`config.mk`:
```
export PLATFORM = sky130hd
export DESIGN_NAME = mdio_mgmt_ctrl
export DESIGN_NICKNAME = d
export VERILOG_FILES = /design/src/rtl/mdio_mgmt_ctrl.sv
export SDC_FILE = /design/constraint.sdc
export NUM_CORES = 1
export LEC_CHECK = 0
export BUFFER_PORTS_ARGS = -buffer_cell sky130_fd_sc_hd__buf_2
export CORE_MARGIN = 2
export CORE_UTILIZATION = 51
export CTS_CLUSTER_SIZE = 25
export DETAILED_ROUTE_END_ITERATION = 12
export HOLD_SLACK_MARGIN = 0.15
export PLACE_DENSITY_LB_ADDON = 0.15
export SLEW_MARGIN = 20
export SYNTH_ARGS = -nofsm -noshare
export SYNTH_HDL_FRONTEND = slang
export SYNTH_SLANG_ARGS = --single-unit
```
`constraint.sdc`:
```
create_clock -name clk -period 7.69 [get_ports clk]
set_input_delay 1.1535 -clock clk [delete_from_list [all_inputs] [get_ports clk]]
set_output_delay 1.1535 -clock clk [all_outputs]
set_load 0.005 [all_outputs]
```
`src/rtl/mdio_mgmt_ctrl.sv`:
```
module mdio_mgmt_ctrl #(
  parameter int ADDR_W   = 12,
  parameter int DIV_HALF = 4
) (
  input  logic              clk,
  input  logic              rst_n,
  input  logic              reg_we,
  input  logic [ADDR_W-1:0] reg_addr,
  input  logic [31:0]       reg_wdata,
  output logic [31:0]       reg_rdata,
  output logic              mdc,
  output logic              mdio_o,
  output logic              mdio_oe,
  input  logic              mdio_i
);

  localparam logic [ADDR_W-1:0] OFS_CTRL = ADDR_W'('h214);
  localparam logic [ADDR_W-1:0] OFS_ADDR = ADDR_W'('h218);
  localparam logic [ADDR_W-1:0] OFS_WDAT = ADDR_W'('h21C);
  localparam logic [ADDR_W-1:0] OFS_STAT = ADDR_W'('h220);
  localparam logic [ADDR_W-1:0] OFS_RDAT = ADDR_W'('h224);
  localparam int CNT_W    = (DIV_HALF > 1) ? $clog2(DIV_HALF) : 1;
  localparam int TA_POS   = 46;
  localparam int DATA_POS = 48;
  localparam logic [CNT_W-1:0] DIV_LAST = CNT_W'(DIV_HALF - 1);

  logic [4:0]       phy_q, regn_q;
  logic [15:0]      wdat_q, rdat_q, samp_q;
  logic             busy_q, op_rd_q, mdc_q;
  logic [63:0]      shreg_q;
  logic [5:0]       idx_q;
  logic [CNT_W-1:0] div_q;

  wire ctrl_wr = reg_we && (reg_addr == OFS_CTRL);
  wire start   = ctrl_wr && !busy_q && (reg_wdata[3] || reg_wdata[2]);
  wire tick    = busy_q && (div_q == DIV_LAST);
  wire rise    = tick && !mdc_q;
  wire fall    = tick && mdc_q;
  wire last    = fall && (idx_q == 6'd63);

  assign mdc     = mdc_q;
  assign mdio_o  = busy_q ? shreg_q[63] : 1'b1;
  assign mdio_oe = busy_q && !(op_rd_q && (idx_q >= 6'(TA_POS)));

  always_ff @(posedge clk or negedge rst_n) begin
    if (!rst_n) begin
      phy_q  <= '0;
      regn_q <= '0;
      wdat_q <= '0;
    end else if (reg_we) begin
      if (reg_addr == OFS_ADDR) begin
        phy_q  <= reg_wdata[12:8];
        regn_q <= reg_wdata[4:0];
      end
      if (reg_addr == OFS_WDAT) wdat_q <= reg_wdata[15:0];
    end
  end

  always_ff @(posedge clk or negedge rst_n) begin
    if (!rst_n) begin
      busy_q  <= 1'b0;
      op_rd_q <= 1'b0;
      mdc_q   <= 1'b0;
      shreg_q <= '1;
      idx_q   <= '0;
      div_q   <= '0;
      samp_q  <= '0;
      rdat_q  <= '0;
    end else if (start) begin
      busy_q  <= 1'b1;
      op_rd_q <= reg_wdata[3];
      mdc_q   <= 1'b0;
      idx_q   <= '0;
      div_q   <= '0;
      shreg_q <= {32'hFFFF_FFFF, 2'b01,
                  reg_wdata[3] ? 2'b10 : 2'b01,
                  phy_q, regn_q,
                  reg_wdata[3] ? 2'b11 : 2'b10,
                  reg_wdata[3] ? 16'hFFFF : wdat_q};
    end else if (busy_q) begin
      div_q <= tick ? '0 : div_q + 1'b1;
      if (tick) mdc_q <= ~mdc_q;
      if (rise && op_rd_q && (idx_q >= 6'(DATA_POS)))
        samp_q <= {samp_q[14:0], mdio_i};
      if (last) begin
        busy_q <= 1'b0;
        if (op_rd_q) rdat_q <= samp_q;
      end else if (fall) begin
        idx_q   <= idx_q + 1'b1;
        shreg_q <= {shreg_q[62:0], 1'b1};
      end
    end
  end

  always_comb begin
    case (reg_addr)
      OFS_ADDR: reg_rdata = {19'b0, phy_q, 3'b0, regn_q};
      OFS_WDAT: reg_rdata = {16'b0, wdat_q};
      OFS_STAT: reg_rdata = {31'b0, busy_q};
      OFS_RDAT: reg_rdata = {16'b0, rdat_q};
      default:  reg_rdata = 32'b0;
    endcase
  end

  AST_IDLE_QUIET: assert property (@(posedge clk) disable iff (!rst_n)
    !busy_q |-> (!mdc && !mdio_oe));
  AST_START_BUSY: assert property (@(posedge clk) disable iff (!rst_n)
    (ctrl_wr && !busy_q && (reg_wdata[3] || reg_wdata[2])) |=> busy_q);
  AST_NO_REQ_NO_START: assert property (@(posedge clk) disable iff (!rst_n)
    (!busy_q && !(ctrl_wr && (reg_wdata[3] || reg_wdata[2]))) |=> !busy_q);
  AST_OE_DROP_READ: assert property (@(posedge clk) disable iff (!rst_n)
    (busy_q && $fell(mdio_oe)) |-> op_rd_q);
  AST_RDATA_HOLD: assert property (@(posedge clk) disable iff (!rst_n)
    (!busy_q || !op_rd_q) |=> $stable(rdat_q));
  AST_MDIO_ON_FALL: assert property (@(posedge clk) disable iff (!rst_n)
    (busy_q && $past(busy_q) && !$fell(mdc_q)) |-> $stable(mdio_o));
  AST_BUSY_REQ_IGNORED: assert property (@(posedge clk) disable iff (!rst_n)
    (busy_q && ctrl_wr) |=> $stable(op_rd_q));

endmodule

```
==> results list <==
* Max Clk Rate: 237 MHz
- Post-CTS Resized: 0
* # clock sinks: 133
* Proportion of register bits with asynchronous set or reset after synthesis: 100%
* Dominant register cell in the synthesized netlist: dfrtp_1
* Post-Route WL: ~12 mm
* Master cell of the clock root buffer: clkbuf_16
- For the final routed database, the setup TNS stands at 0 ps.
- Std cell rows: 39
* Critical path arrival: 3070 ps
- Counting instances in the post-synthesis netlist gives the leading cell types as 80 x mux2_2, 76 x nand2_1, 69 x dfrtp_1.
- At the end of routability-driven placement, the weighted congestion stood at 0.813.
- Yosys instantiated no cell more often than mux2_2.
- The worst setup path is of the in2out kind.
* WHS: 473 ps
- Port buffering added 50 buffers.
* Total inserted antenna cells: 0
* Relative max-transition margin: 35.1%
* Total of flip-flops plus latches after synthesis: roughly 130
* Min setup slack post-route: 3470 ps
* Share of the cycle needed by the critical path after routing: 54.9%
- Hold/Removal Path Class: reg2reg
* Top area cells in the synthesized netlist: dfrtp_1 28%, dfstp_2 28%, mux2_2 15%, mux2i_1 5.7%, nand2_1 4.7%
- Final number of max-transition violations: 0
- The synthesized netlist occupies a cell area of 6100 um2.
* # hold bufs at CTS: 0
- Tracing the worst setup path back leads to its startpoint at reg_addr[8].
- At the later pin of the worst-skew pair, clock insertion delay measures 420 ps.
- First-pass GRT wire length: slightly below 20 mm
- The worst hold path begins at shreg_q[31]$_DFFE_PN1P_.
* Count of distinct cell types in the synthesized netlist: 41
- In this run the post-CTS setup repair buffer count came out at 0.
- Overflow left after global routing: 0
* Via density per instance: 5.49
- Clock transition at the register clock pins on the worst setup and hold paths after CTS: ~60 ps
- In this run, CTS created clock tree buffers numbering 17.
- The analysis attributes to cell leakage a power of 3.51 nW.
- # Max-Cap Violations: 0
* Yosys top cell by area: dfrtp_1
- STA classifies the critical path endpoint as a primary output.
- Post-synthesis cell count: 517
- Worst endpoint required time: 6540 ps
- Prior to clock tree synthesis, the placed netlist has a worst setup slack of about 3500 ps.
- Router iterations before antenna repair: 6
- The count of nets left with antenna violations once routing finished came out at 0.
- Detailed placement ended at an HPWL of 7.33 mm.
- After detailed routing, the average wire length per cell comes to 16.3 um.
- IR analysis of the VDD net gives a maximum drop of around 240 uV.
- Via count of the first global-routing pass: 3,968
- CTS tree: done
* Drc violations: 0
- H-tree lvl count: 4
* Slew at the pin closest to its max-slew limit: between 900 and 1000 ps
- For this design the ratio of total power to cell area is approximately 310 nW/um2.
- The routed layout has 3,938 vias.
- The die covers roughly 13,000 um2.
- Area share of the leading cell type in the synthesized netlist: 28.3%
- The area growth from synthesis to layout is 16.4%.
- The die is 113 um tall.
* Crit Path Max Fanout: 10
- Nets@finish: 612
- The floorplan step set the die width to 113 um.
* Status: finished clean
- Area inside the core boundary: 11,600 um2
- Sequential cells were found to cover between 50% and 60% of the synthesized design area.
* Iteration-0 DRC Markers: 244
* Initial antenna violation count: 0
* Number of setup violations in the final report: 0
- The post-route netlist has 42.7% of its cells at a drive strength greater than 1.
- Type of origin of the critical path: input port
- Number of top-level pins: 83
* Warning count from the yosys run: 0
- The initial utilization of the core area, before any placement, comes to 52.7%.
- The number of failing hold endpoints at the final stage came to 0.
* Bufs on Longest Clock Path: 2
- Maximum clock skew at final layout: 7.94 ps
- Entering global routing, the biggest net connects 84 pins.
* Total routing resource utilization after global routing: between 10% and 20%
- A synthesized cell averages around 12 um2.
* Util after Layout: 61.4%
- Filler Cells Inserted: 902
- Min Tclk post-route: 4220 ps
- Setup repair after global routing missed its margin: no
* Number of flops mapped to enable cells by yosys: 0
- Crit Reg-Reg Startpoint: idx_q[0]$_DFFE_PN0P_
## critical path: stages
cell,delay [ps]
buf_2,90
or4b_1,660
nor4_4,720
a222oi_1,210
inv_1,110
buf_2,110
## cell usage in the layout (no fill, tap or decap), drive strengths merged, types with 5 or more instances in the layout
cell type	instances
clkinv	5
nor4	5
a22o	6
a222oi	10
conb	16
bufinv	5
mux2i	35
dfrtp	69
nor2	25
buf	58
inv	16
dfstp	64
nand3	37
clkbuf	19
nand2	76
mux2	83
## area by class of cell
type	count	area [um2]	area share, %
clock buffers	19	433	6.10
clock inverters	13	220	3.10
inverters	13	48.8	0.687
multi-input cells	338	2480	34.9
flip-flops and latches	133	3410	48.0
well taps	143	179	2.52
repair buffers	58	333	4.69
## per-layer routing
layer | global-route usage (%) | vias to the layer above | part of all wire, %
li1 | - | 1863 | -
met1 | 26.4 | 1980 | 46
met2 | 31.7 | 85 | 49
met3 | 5.36 | 10 | 3.8
met4 | 6.10 | 0 | 1.0
met5 | 0 | - | 0
## stage by stage
stage	std cells	area, um2	total power, W
6_report	717	7100	0.00220
5_1_grt	717	7100	0.00232
4_1_cts	716	7070	0.00222
3_5_place_dp	684	6420	0.00132
2_1_floorplan	532	6150	0.00123
3_3_place_gp	684	6410	0.00130
## flip-flops by register name (all words and copies together) (netlist names), 2 cells and up
| signal | cells |
|---|---|
| idx_q | 6 |
| wdat_q | 16 |
| samp_q | 16 |
| rdat_q | 16 |
| shreg_q | 64 |
| phy_q | 5 |
| regn_q | 5 |
| div_q | 2 |
## report_power, final
group	internal, W	switching, W
Clock	0.000581	0.000307
Combinational	0.000148	0.000176
Sequential	0.000899	0.0000878
## final timing paths
kind / end / slack (ps) / cells past startpoint
setup / recovery: reg_rdata[11] / 3470 / 6
hold / removal: shreg_q[31]$_DFFE_PN1P_ / 470 / 2
setup reg to reg: shreg_q[19]$_DFFE_PN1P_ / 5170 / 6
hold reg to reg: shreg_q[31]$_DFFE_PN1P_ / 470 / 2
max in group asynchronous: shreg_q[25]$_DFFE_PN1P_ / 5780 / 3
min in group asynchronous: div_q[1]$_DFFE_PN0P_ / 750 / 1
## cell families after synthesis
group / after synthesis / synth area share, %
adder cells (fa/ha/maj): 3 / 0.616
AO/OA/AOI/OAI: 27 / 3.65
XOR/XNOR: 3 / 0.431
multiplexers: 118 / 21.1
buffers and inverters: 61 / 5.17
flip-flops: 133 / 55.9
other: 1 / 0.0615
AND/OR/NAND/NOR: 171 / 13.1
No activity file was read; power rests on OpenSTA's default activity.
